==> config.mk <==
export PLATFORM = sky130hd
export DESIGN_NAME = gpio_owner_mux
export DESIGN_NICKNAME = d
export VERILOG_FILES = /design/src/rtl/gpio_owner_pkg.sv /design/src/rtl/gpio_owner_ctrl.sv /design/src/rtl/gpio_owner_route.sv /design/src/rtl/gpio_pin_sync.sv /design/src/rtl/gpio_owner_mux.sv
export SDC_FILE = /design/constraint.sdc
export NUM_CORES = 1
export LEC_CHECK = 0
export BUFFER_PORTS_ARGS = -buffer_cell sky130_fd_sc_hd__buf_2
export CAP_MARGIN = 20
export CORE_ASPECT_RATIO = 1.4
export CORE_UTILIZATION = 36
export DETAILED_ROUTE_END_ITERATION = 10
export PLACE_DENSITY = 0.81
export REMOVE_ABC_BUFFERS = 1
export SLEW_MARGIN = 30
export SYNTH_ARGS = -nofsm -noshare
export SYNTH_HDL_FRONTEND = slang
export SYNTH_SLANG_ARGS = --single-unit
==> constraint.sdc <==
create_clock -name clk -period 1.7 [get_ports clk]
set_clock_uncertainty 0.05 [all_clocks]
set_input_delay 0.34 -clock clk [delete_from_list [all_inputs] [get_ports clk]]
set_output_delay 0.34 -clock clk [all_outputs]
set_load 0.02 [all_outputs]
==> src/rtl/gpio_owner_pkg.sv <==
package gpio_owner_pkg;
    localparam int SEL_W   = 2;
    localparam int SRC_NUM = 3;

    typedef enum logic [SEL_W-1:0] {
        OWN_SW    = 2'd0,
        OWN_SRC_A = 2'd1,
        OWN_SRC_B = 2'd2,
        OWN_SRC_C = 2'd3
    } owner_e;
endpackage

==> src/rtl/gpio_owner_ctrl.sv <==
module gpio_owner_ctrl
    import gpio_owner_pkg::*;
#(
    parameter int PIN_N     = 6,
    parameter int ADDR_W    = 8,
    parameter int DATA_W    = 16,
    parameter int CTRL_ADDR = 'h70
) (
    input  logic                 clk,
    input  logic                 rst_n,
    input  logic [ADDR_W-1:0]    bus_addr,
    input  logic                 bus_wr,
    input  logic [DATA_W-1:0]    bus_wdata,
    output owner_e               owner_q,
    output logic [2*PIN_N-1:0]   pairs_q
);
    localparam int PAIR_W = 2 * PIN_N;
    localparam int CTRL_W = PAIR_W + SEL_W;

    logic   wr_hit;
    owner_e owner_d;

    assign wr_hit = bus_wr && (bus_addr == ADDR_W'(CTRL_ADDR));

    generate
        if (DATA_W > CTRL_W) begin : g_hi
            logic unused_hi;
            assign unused_hi = ^bus_wdata[DATA_W-1:CTRL_W];
        end
    endgenerate

    // Next-state: any state moves to the owner named in the written field.
    always_comb begin
        owner_d = owner_q;
        if (wr_hit) begin
            unique case (bus_wdata[CTRL_W-1:PAIR_W])
                2'd0: owner_d = OWN_SW;
                2'd1: owner_d = OWN_SRC_A;
                2'd2: owner_d = OWN_SRC_B;
                2'd3: owner_d = OWN_SRC_C;
            endcase
        end
    end

    // State register
    always_ff @(posedge clk) begin
        if (!rst_n) owner_q <= OWN_SW;
        else        owner_q <= owner_d;
    end

    // Software pair bits
    always_ff @(posedge clk) begin
        if (!rst_n)      pairs_q <= '0;
        else if (wr_hit) pairs_q <= bus_wdata[PAIR_W-1:0];
    end

    AST_WRITE_CAPTURE: assert property (@(posedge clk) disable iff (!rst_n)
        wr_hit |=> (pairs_q == $past(bus_wdata[PAIR_W-1:0])) &&
                   (owner_q == $past(bus_wdata[CTRL_W-1:PAIR_W])));
    AST_HOLD_NO_WRITE: assert property (@(posedge clk) disable iff (!rst_n)
        !wr_hit |=> $stable(pairs_q) && $stable(owner_q));
endmodule

==> src/rtl/gpio_owner_route.sv <==
module gpio_owner_route
    import gpio_owner_pkg::*;
#(
    parameter int PIN_N = 6
) (
    input  owner_e                     owner_q,
    input  logic [2*PIN_N-1:0]         pairs_q,
    input  logic [SRC_NUM*PIN_N-1:0]   src_dir,
    input  logic [SRC_NUM*PIN_N-1:0]   src_val,
    output logic [PIN_N-1:0]           pad_oe,
    output logic [PIN_N-1:0]           pad_out
);
    logic [PIN_N-1:0] sw_dir, sw_val;
    logic [PIN_N-1:0] sel_dir, sel_val;

    for (genvar n = 0; n < PIN_N; n++) begin : g_pair
        assign sw_val[n] = pairs_q[2*n];
        assign sw_dir[n] = pairs_q[2*n+1];
    end

    // Output process: per-state selection of direction and value
    always_comb begin
        unique case (owner_q)
            OWN_SW: begin
                sel_dir = sw_dir;
                sel_val = sw_val;
            end
            OWN_SRC_A: begin
                sel_dir = src_dir[0*PIN_N +: PIN_N];
                sel_val = src_val[0*PIN_N +: PIN_N];
            end
            OWN_SRC_B: begin
                sel_dir = src_dir[1*PIN_N +: PIN_N];
                sel_val = src_val[1*PIN_N +: PIN_N];
            end
            OWN_SRC_C: begin
                sel_dir = src_dir[2*PIN_N +: PIN_N];
                sel_val = src_val[2*PIN_N +: PIN_N];
            end
        endcase
    end

    assign pad_oe  = sel_dir;
    assign pad_out = sel_dir & sel_val;
endmodule

==> src/rtl/gpio_pin_sync.sv <==
module gpio_pin_sync #(
    parameter int WIDTH = 6
) (
    input  logic             clk,
    input  logic             rst_n,
    input  logic [WIDTH-1:0] raw_in,
    output logic [WIDTH-1:0] sync_out
);
    logic [WIDTH-1:0] stage1_q;

    always_ff @(posedge clk) begin
        if (!rst_n) begin
            stage1_q <= '0;
            sync_out <= '0;
        end else begin
            stage1_q <= raw_in;
            sync_out <= stage1_q;
        end
    end
endmodule

==> src/rtl/gpio_owner_mux.sv <==
module gpio_owner_mux
    import gpio_owner_pkg::*;
#(
    parameter int PIN_N     = 6,
    parameter int ADDR_W    = 8,
    parameter int DATA_W    = 16,
    parameter int CTRL_ADDR = 'h70
) (
    input  logic                        clk,
    input  logic                        rst_n,
    input  logic [ADDR_W-1:0]           bus_addr,
    input  logic                        bus_wr,
    input  logic [DATA_W-1:0]           bus_wdata,
    output logic [DATA_W-1:0]           rd_data,
    input  logic [SRC_NUM*PIN_N-1:0]    src_dir,
    input  logic [SRC_NUM*PIN_N-1:0]    src_val,
    input  logic [PIN_N-1:0]            pad_in,
    output logic [PIN_N-1:0]            pad_oe,
    output logic [PIN_N-1:0]            pad_out
);
    localparam int PAD_W = DATA_W - PIN_N;

    owner_e             owner_q;
    logic [2*PIN_N-1:0] pairs_q;
    logic [PIN_N-1:0]   pin_sync;

    gpio_owner_ctrl #(
        .PIN_N(PIN_N), .ADDR_W(ADDR_W), .DATA_W(DATA_W), .CTRL_ADDR(CTRL_ADDR)
    ) ctrl_i (
        .clk(clk), .rst_n(rst_n), .bus_addr(bus_addr), .bus_wr(bus_wr),
        .bus_wdata(bus_wdata), .owner_q(owner_q), .pairs_q(pairs_q)
    );

    gpio_owner_route #(.PIN_N(PIN_N)) route_i (
        .owner_q(owner_q), .pairs_q(pairs_q), .src_dir(src_dir),
        .src_val(src_val), .pad_oe(pad_oe), .pad_out(pad_out)
    );

    gpio_pin_sync #(.WIDTH(PIN_N)) sync_i (
        .clk(clk), .rst_n(rst_n), .raw_in(pad_in), .sync_out(pin_sync)
    );

    assign rd_data = (bus_addr == ADDR_W'(CTRL_ADDR)) ?
                     {{PAD_W{1'b0}}, pin_sync} : '0;

    AST_OUT_GATED: assert property (@(posedge clk) disable iff (!rst_n)
        (pad_out & ~pad_oe) == '0);
    AST_RD_ZERO_EXT: assert property (@(posedge clk) disable iff (!rst_n)
        rd_data[DATA_W-1:PIN_N] == '0);
    AST_RESET_QUIET: assert property (@(posedge clk) disable iff (!rst_n)
        $rose(rst_n) |-> (pad_oe == '0));
    AST_SW_ODD_BITS: assert property (@(posedge clk) disable iff (!rst_n)
        (owner_q == OWN_SW) |-> pad_oe[0] == pairs_q[1]);
endmodule

==> metrics.md, run 1 <==
| Metric | Value |
|---|---|
| Mapped Cells | 127 |
| Cell count of the worst reg-to-reg path | 4 |
| Setup TNS Final | -3.47 ns |
| Routing usage on met1 | 15.9% |
| Time the final worst path needs with I/O delays and setup | 2.02 ns |
| Area enclosed by the die boundary | 4020 um^2 |
| Number of I/O port buffers | 84 |
| Type of origin of the critical path | register |
| Share of synthesized area occupied by flip-flops and latches | 38.4% |
| Total wire length | 3250 um |
| CTS buffer count | 3 |
| Depth of the CTS H-tree | 1 |
| Via density per instance | 4.53 |
| Internal reg-to-reg setup slack | 0.78 ns |
| GR Util All Layers | 15.2% |
| CP Capture Type | primary output |
| CTS tree | yes |
| Maximum number of pins on one net before global-route repair | 41 |
| Die height | 74.6 um |
| Share of the synthesized area in the top cell type | 38.4% |
| Run status | finished with violations |
| Total leakage power | 0.962 nW |
| Count of pins on the block boundary | 97 |
| Leftover overflow at the end of global routing | 0 |
| Violations in the final reports | setup timing |
| Buffer cell driving the clock tree root | sky130_fd_sc_hd__clkbuf_8 |
| Mean cell area of the mapped netlist | 10.7 um^2 |
| CTS sink cnt | 26 |
| Routed wire per std cell | 12.5 um |
| Hold-fix buffer count after cts | 0 |
| Fin worst setup slack | -0.320 ns |
| Fraction of final layout cells sized beyond drive strength 1 | 58.1% |
| Post-route antenna net violation count | 0 |
| Horizontal die dimension | 53.9 um |
| Final hold viol count | 0 |
| Critical-path maximum fanout | 6 |
| Number of antenna cells inserted | 0 |
| Initial core utilization | 37.5% |
| Total half-perimeter wirelength after legalization and detailed placement | 2390 um |
| TritonRoute pass-1 iters | 2 |
| Final Slew Violations | 0 |
| Top Usage Layer GRT | met2 |
| Synth-to-layout area growth | 54.2% |
| Count of final setup violators | 18 |
| Worst Path Arrival | 1.63 ns |
| Setup repair after global routing missed its margin | yes |
| Netlist Area Pre-Place | 1360 um^2 |
| Post-route design area | 2090 um^2 |
| Non-filler instance count after layout | 259 |
| Power per cell area | 608 nW/um^2 |
| Largest vdd supply drop | 0.470 mV |
| Core region area | 3610 um^2 |
| Clock latency at the later pin of the worst-skew pair | 0.26 ns |
| Hold crit path type | input pin to register |
| Via count of the first global-routing pass | 1081 |
| Cell area reported after detailed placement | 1820 um^2 |
| Bufs on Longest Clock Path | 2 |
| Critical R2R Launch | ctrl_i.owner_q[1]$_SDFFE_PN0P_ |
| Placer congestion estimate | 0.623 |
| Count of different cell masters after synthesis | 15 |
| Pre-CTS WS | -0.269 ns |
| Area contributors post-synth | sky130_fd_sc_hd__dfxtp_1, sky130_fd_sc_hd__mux4_2, sky130_fd_sc_hd__and2_1 |
| Met3 GRT Util | 0.818% |
| Count of routing violations after the opening detailed-route iteration | 25 |
| Cell accounting for the most synthesized area | sky130_fd_sc_hd__dfxtp_1 |
| Share of the cycle needed by the critical path after routing | 119% |
| Worst r2r dst | ctrl_i.owner_q[1]$_SDFFE_PN0P_ |
| Total via count in the routed design | 1173 |
| Worst setup path startpoint | ctrl_i.owner_q[1]$_SDFFE_PN0P_ |
| First-pass GRT wire length | 4410 um |
| Data required, critical path | 1.31 ns |
| DRC violation count after routing | 0 |
| Timing endpoint of the critical path | pad_out[4] |
| Number of standard-cell rows in the floorplan | 26 |
| Highest attainable clock frequency | 495 MHz |
| Number of register bits inferred by synthesis | 26 |
| CP Class | register to primary output |
| Power after layout | 0.00127 W |
| Number of antenna violations at the first check in global routing | 0 |
| Synth warnings | 0 |
| Clock transition at the register clock pins on the worst setup and hold paths after CTS | 0.09 ns |
| Count of maximum capacitance violations | 0 |
| Nets | 287 |
| Global-route met2 utilization | 28.9% |
| Placed cells | 252 |
[Yosys cell counts (all sizes together)]
library cell  instances
mux2i                14
or4                   1
nand2                28
clkbuf                4
nor3                  1
nor2                  1
and2                 24
inv                   1
buf                  13
nand4b                1
conb                  1
dfxtp                26
mux4                 12
[per-layer routing]
layer | vias up | wire length (um)
met5 | - | 0
met4 | 0 | 34
met3 | 2 | 189
met2 | 50 | 1870
met1 | 531 | 1150
li1 | 590 | -
[through the flow]
stage               hold slack (ns)  utilization, %
floorplan                     0.362               -
global placement              0.363            50.3
detailed placement            0.367            50.3
CTS                           0.210            54.4
global route                  0.215            57.9
finish                        0.216            57.9
[what timing repair did]
action | 4_1_cts | 5_1_grt
resized for setup | 22 | 30
setup endpoints to repair | 18 | 18
pin swaps | 8 | 11
gates cloned | 0 | 1
hold endpoints to repair | 0 | 0
buffers inserted | 1 | 1
[worst min path at each step]
stage | slack [ns] | from | end | cells past startpoint
3_5_place_dp | 0.37 | sync_i.stage1_q[3]$_SDFF_PN0_ | sync_i.sync_out[3]$_SDFF_PN0_ | 1
6_report | 0.22 | pad_in[3] | sync_i.stage1_q[3]$_SDFF_PN0_ | 2
3_3_place_gp | 0.36 | sync_i.stage1_q[2]$_SDFF_PN0_ | sync_i.sync_out[2]$_SDFF_PN0_ | 1
2_1_floorplan | 0.36 | sync_i.stage1_q[0]$_SDFF_PN0_ | sync_i.sync_out[0]$_SDFF_PN0_ | 1
5_1_grt | 0.22 | pad_in[3] | sync_i.stage1_q[3]$_SDFF_PN0_ | 2
4_1_cts | 0.21 | pad_in[3] | sync_i.stage1_q[3]$_SDFF_PN0_ | 2
[cells in the final DEF, fill, tap and decap left out]
master	Yosys	layout
sky130_fd_sc_hd__buf_2	0	65
sky130_fd_sc_hd__nand2_1	28	28
sky130_fd_sc_hd__dfxtp_1	26	25
sky130_fd_sc_hd__buf_6	0	19
sky130_fd_sc_hd__mux2i_1	14	14
sky130_fd_sc_hd__mux4_2	12	12
sky130_fd_sc_hd__and2_4	0	12
sky130_fd_sc_hd__and2_1	24	12
sky130_fd_sc_hd__conb_1	1	10
sky130_fd_sc_hd__buf_4	11	7
sky130_fd_sc_hd__clkbuf_8	0	3
sky130_fd_sc_hd__buf_12	1	2
sky130_fd_sc_hd__nand4b_1	1	1
sky130_fd_sc_hd__or4_4	1	1
sky130_fd_sc_hd__nor2_4	0	1
sky130_fd_sc_hd__inv_1	1	1
sky130_fd_sc_hd__nor3_4	1	1
sky130_fd_sc_hd__bufinv_16	0	1
sky130_fd_sc_hd__clkbuf_16	0	1
sky130_fd_sc_hd__dfxtp_4	0	1
[registers in the layout (all words and copies together) (netlist names)]
| register | flops |
|---|---|
| sync_i.stage1_q | 6 |
| ctrl_i.pairs_q | 12 |
| sync_i.sync_out | 6 |
| ctrl_i.owner_q | 2 |
[worst max-delay path, stage by stage, from the launching register on]
cell and delay, ns:
sky130_fd_sc_hd__dfxtp_4 0.39, sky130_fd_sc_hd__buf_12 0.13, sky130_fd_sc_hd__mux4_2 0.53, sky130_fd_sc_hd__and2_4 0.18, sky130_fd_sc_hd__buf_6 0.12
[power breakdown]
group / internal, W / switching [W] / total (W)
clock: 0.000315 / 0.000193 / 0.000508
sequential: 0.000620 / 0.00000288 / 0.000623
combinational: 0.0000771 / 0.0000628 / 0.000140
[area by class of cell]
class | count | area [um^2]
multi-input cells | 92 | 781
repair buffers | 94 | 657
flip-flops and latches | 26 | 524
well taps | 42 | 52.6
clock buffers | 3 | 41.3
fillers | 327 | 1520
clock inverters | 1 | 30.0
inverters | 1 | 3.75
[logic make-up after synthesis]
| logic type | share of synthesized area (%) |
|---|---|
| muxes | 30.3 |
| DFF | 38.4 |
| other | 0.277 |
| and+or+nand+nor | 21.8 |
| buffers and inverters | 9.23 |
No activity file was read; power rests on OpenSTA's default activity.
==> run 2: changes to the inputs <==
--- a/config.mk
+++ b/config.mk
@@ -5,12 +5,12 @@
 export SDC_FILE = /design/constraint.sdc
 export NUM_CORES = 1
 export LEC_CHECK = 0
-export BUFFER_PORTS_ARGS = -buffer_cell sky130_fd_sc_hd__buf_2
 export CAP_MARGIN = 20
 export CORE_ASPECT_RATIO = 1.4
-export CORE_UTILIZATION = 36
+export CORE_UTILIZATION = 38
 export DETAILED_ROUTE_END_ITERATION = 10
-export PLACE_DENSITY = 0.81
+export DONT_BUFFER_PORTS = 1
+export PLACE_DENSITY = 0.6
 export REMOVE_ABC_BUFFERS = 1
 export SLEW_MARGIN = 30
 export SYNTH_ARGS = -nofsm -noshare
==> run 2 against run 1 <==
The run still ends with setup timing left. Sequential share of layout area rose by 8.3 points. Via count fell by 24%. Global-route usage fell by 2.4 points. Register-to-register slack improved by 0.06 ns. Core utilization fell by 11 points. Non-clock buffer count fell by 82. Worst hold slack got worse by 0.072 ns. Routed wire length fell by 21%. Combinational power fell by 62%. Sequential power barely moved. Critical endpoint unchanged. Largest cell class unchanged. Largest power group unchanged. Highest routed layer is now met3.
==> metrics.md, run 2 (same netlist as run 1, synthesis figures left out) <==
| Metric | Value |
|---|---|
| Routed wire per std cell | 14.6 um (was 12.5 um) |
| Hold-fix buffer count after cts | 0 (unchanged) |
| Top Registers | ctrl_i.pairs_q x12, sync_i.stage1_q x6, sync_i.sync_out x6 (unchanged) |
| Total via count in the routed design | 897 (was 1173) |
| Internal portion of total power | 0.000956 W (was 0.00101 W) |
| Fraction of final layout cells sized beyond drive strength 1 | 32.6% (was 58.1%) |
| Most common library cell in the layout ignoring fill and taps | sky130_fd_sc_hd__nand2_1 (was sky130_fd_sc_hd__buf_2) |
| Switching share of total power | 19.1% (was 20.4%) |
| Largest vdd supply drop | 0.357 mV (was 0.470 mV) |
| Count of routing violations after the opening detailed-route iteration | 9 (was 25) |
| Core region area | 3380 um^2 (was 3610 um^2) |
| Placer congestion estimate | 0.669 (was 0.623) |
| Worst r2r dst | ctrl_i.owner_q[0]$_SDFFE_PN0P_ (was ctrl_i.owner_q[1]$_SDFFE_PN0P_) |
| Number of antenna cells inserted | 0 (unchanged) |
| Internal reg-to-reg setup slack | 0.84 ns (was 0.78 ns) |
| Final Slew Violations | 0 (unchanged) |
| Count of maximum capacitance violations | 0 (unchanged) |
| Area enclosed by the die boundary | 3810 um^2 (was 4020 um^2) |
| Register bank with the most flops | ctrl_i.pairs_q (unchanged) |
| Number of I/O port buffers | 0 (was 84) |
| Clock transition at the register clock pins on the worst setup and hold paths after CTS | 0.09 ns (about the same) |
| Hold path start | pad_in[4] (was pad_in[3]) |
| Count of pins on the block boundary | 97 (unchanged) |
| First-pass GRT wire length | 3660 um (was 4410 um) |
| CP Capture Type | primary output (unchanged) |
| CTS buffer count | 3 (unchanged) |
| Data required, critical path | 1.31 ns (about the same) |
| Fin worst setup slack | -0.179 ns (was -0.320 ns) |
| Placed cells | 170 (was 252) |
| Time the final worst path needs with I/O delays and setup | 1.88 ns (was 2.02 ns) |
| CP Class | register to primary output (unchanged) |
| Critical R2R Launch | ctrl_i.owner_q[0]$_SDFFE_PN0P_ (was ctrl_i.owner_q[1]$_SDFFE_PN0P_) |
| Commonest cells after routing, fill and taps aside | sky130_fd_sc_hd__nand2_1, sky130_fd_sc_hd__dfxtp_1, sky130_fd_sc_hd__mux2i_1, sky130_fd_sc_hd__mux4_2, sky130_fd_sc_hd__and2_1 (was sky130_fd_sc_hd__buf_2, sky130_fd_sc_hd__nand2_1, sky130_fd_sc_hd__dfxtp_1, sky130_fd_sc_hd__buf_6, sky130_fd_sc_hd__mux2i_1) |
| TritonRoute pass-1 iters | 3 (was 2) |
| Sequential share of power | 52.7% (was 49.0%) |
| Destination of the worst hold path | sync_i.stage1_q[4]$_SDFF_PN0_ (was sync_i.stage1_q[3]$_SDFF_PN0_) |
| Bufs on Longest Clock Path | 2 (unchanged) |
| Initial core utilization | 40.1% (was 37.5%) |
| Critical-path maximum fanout | 5 (was 6) |
| Setup repair after global routing missed its margin | yes (unchanged) |
| Buffer cell driving the clock tree root | sky130_fd_sc_hd__clkbuf_8 (unchanged) |
| Highest attainable clock frequency | 532 MHz (was 495 MHz) |
| Number of standard-cell rows in the floorplan | 25 (was 26) |
| CTS tree | yes (unchanged) |
| Combinational fraction of design power | 4.5% (was 11.0%) |
| Via density per instance | 5.13 (was 4.53) |
| Maximum number of pins on one net before global-route repair | 41 (unchanged) |
| Non-filler instance count after layout | 175 (was 259) |
| Leftover overflow at the end of global routing | 0 (unchanged) |
| Hold crit path type | input pin to register (unchanged) |
| GR Util All Layers | 12.8% (was 15.2%) |
| Power per cell area | 752 nW/um^2 (was 608 nW/um^2) |
| Post-CTS setup-driven buffer insertion count | 0 (was 1) |
| Number of antenna violations at the first check in global routing | 0 (unchanged) |
| Largest stage delay on the critical path | 0.49 ns (was 0.53 ns) |
| Die height | 72.7 um (was 74.6 um) |
| Violations in the final reports | setup timing (unchanged) |
| Type of origin of the critical path | register (unchanged) |
| Clock power frac | 42.8% (was 40.0%) |
| CP delay by family, top | multiplexers (unchanged) |
| Total wire length | 2560 um (was 3250 um) |
| Horizontal die dimension | 52.5 um (was 53.9 um) |
| Via count of the first global-routing pass | 926 (was 1081) |
| Worst Path Arrival | 1.49 ns (was 1.63 ns) |
| Storage cell area | 524 um^2 (unchanged) |
| Final worst hold slack | 0.143 ns (was 0.216 ns) |
| Synth-to-layout area growth | 16.0% (was 54.2%) |
| Total leakage power | 0.600 nW (was 0.962 nW) |
| Hold path cells | 1 (was 2) |
| Final hold viol count | 0 (unchanged) |
| Post-route antenna net violation count | 0 (unchanged) |
| Share of the cycle needed by the critical path after routing | 111% (was 119%) |
| Run status | finished with violations (unchanged) |
| Cell count of the worst reg-to-reg path | 3 (was 4) |
| Flip-flop count of the largest register after layout | 12 (unchanged) |
| Critical path buffer and inverter count | 1 (was 2) |
| Critical Path, Cell by Cell | clkbuf_16 -> mux4_2 -> and2_4 (was buf_12 -> mux4_2 -> and2_4 -> buf_6) |
| Clock latency at the later pin of the worst-skew pair | 0.26 ns (about the same) |
| Net Sw Power | 0.000226 W (was 0.000259 W) |
| CTS sink cnt | 26 (unchanged) |
| Nets | 205 (was 287) |
| Depth of the CTS H-tree | 1 (unchanged) |
| Count of final setup violators | 12 (was 18) |
| Slowest CP cell | sky130_fd_sc_hd__mux4_2 (unchanged) |
| Setup TNS Final | -1.96 ns (was -3.47 ns) |
| Total half-perimeter wirelength after legalization and detailed placement | 1960 um (was 2390 um) |
| Multi-input gate area | 773 um^2 (was 781 um^2) |
| Fill cell total of the finished layout | 326 (was 327) |
| DRC violation count after routing | 0 (unchanged) |
## run 2: power groups by stage
stage / logic [W] / registers, W / clock network (W)
after floorplan: 0.0000459 / 0.000638 / 0
after global placement: 0.0000499 / 0.000639 / 0
after detailed placement: 0.0000515 / 0.000639 / 0
after CTS: 0.0000520 / 0.000625 / 0.000525
after global routing: 0.0000577 / 0.000625 / 0.000544
final: 0.0000528 / 0.000623 / 0.000506
## run 2: how the worst max path moves through the flow
stage                                   start    endpoint  slack (ns)  cells after the start
2_1_floorplan  ctrl_i.owner_q[1]$_SDFFE_PN0P_  pad_out[0]       -0.33                      2
3_3_place_gp                      bus_addr[1]  rd_data[2]       -0.06                      3
3_5_place_dp                      bus_addr[1]  rd_data[3]       -0.09                      3
4_1_cts        ctrl_i.owner_q[1]$_SDFFE_PN0P_  pad_out[3]       -0.18                      3
5_1_grt        ctrl_i.owner_q[1]$_SDFFE_PN0P_  pad_out[3]       -0.22                      3
6_report       ctrl_i.owner_q[1]$_SDFFE_PN0P_  pad_out[4]       -0.18                      3
## run 2: cell type report
| cell class | count | area share, % |
|---|---|---|
| clock buffer | 3 | 2.63 |
| clock inverter | 1 | 1.91 |
| inverter | 1 | 0.239 |
| multi-input combinational | 92 | 49.2 |
| sequential | 26 | 33.4 |
| tap | 40 | 3.18 |
| timing repair buffer | 12 | 9.47 |
## run 2: metrics by stage
step	total power, W	cell area, um^2	util (%)	setup WS (ns)
final	0.00118	1570	46.5	-0.179
after global routing	0.00123	1570	46.5	-0.219
after floorplan	0.000684	1270	-	-0.325
after detailed placement	0.000691	1440	42.6	-0.0936
after global placement	0.000689	1440	42.6	-0.0594
after CTS	0.00120	1540	45.6	-0.184
## run 2: per-layer routing
metal | GRT usage, % | routed length [um]
met2 | 27.6 | 1550
met5 | 0 | 0
met4 | 3.51 | 0
met3 | 1.67 | 197
met1 | 11.3 | 809
## run 2: timing repair
item	in CTS	in global routing
cloned	0	1
gates resized for setup	21	2
endpoints found under the setup margin	18	18
pin swaps	0	0
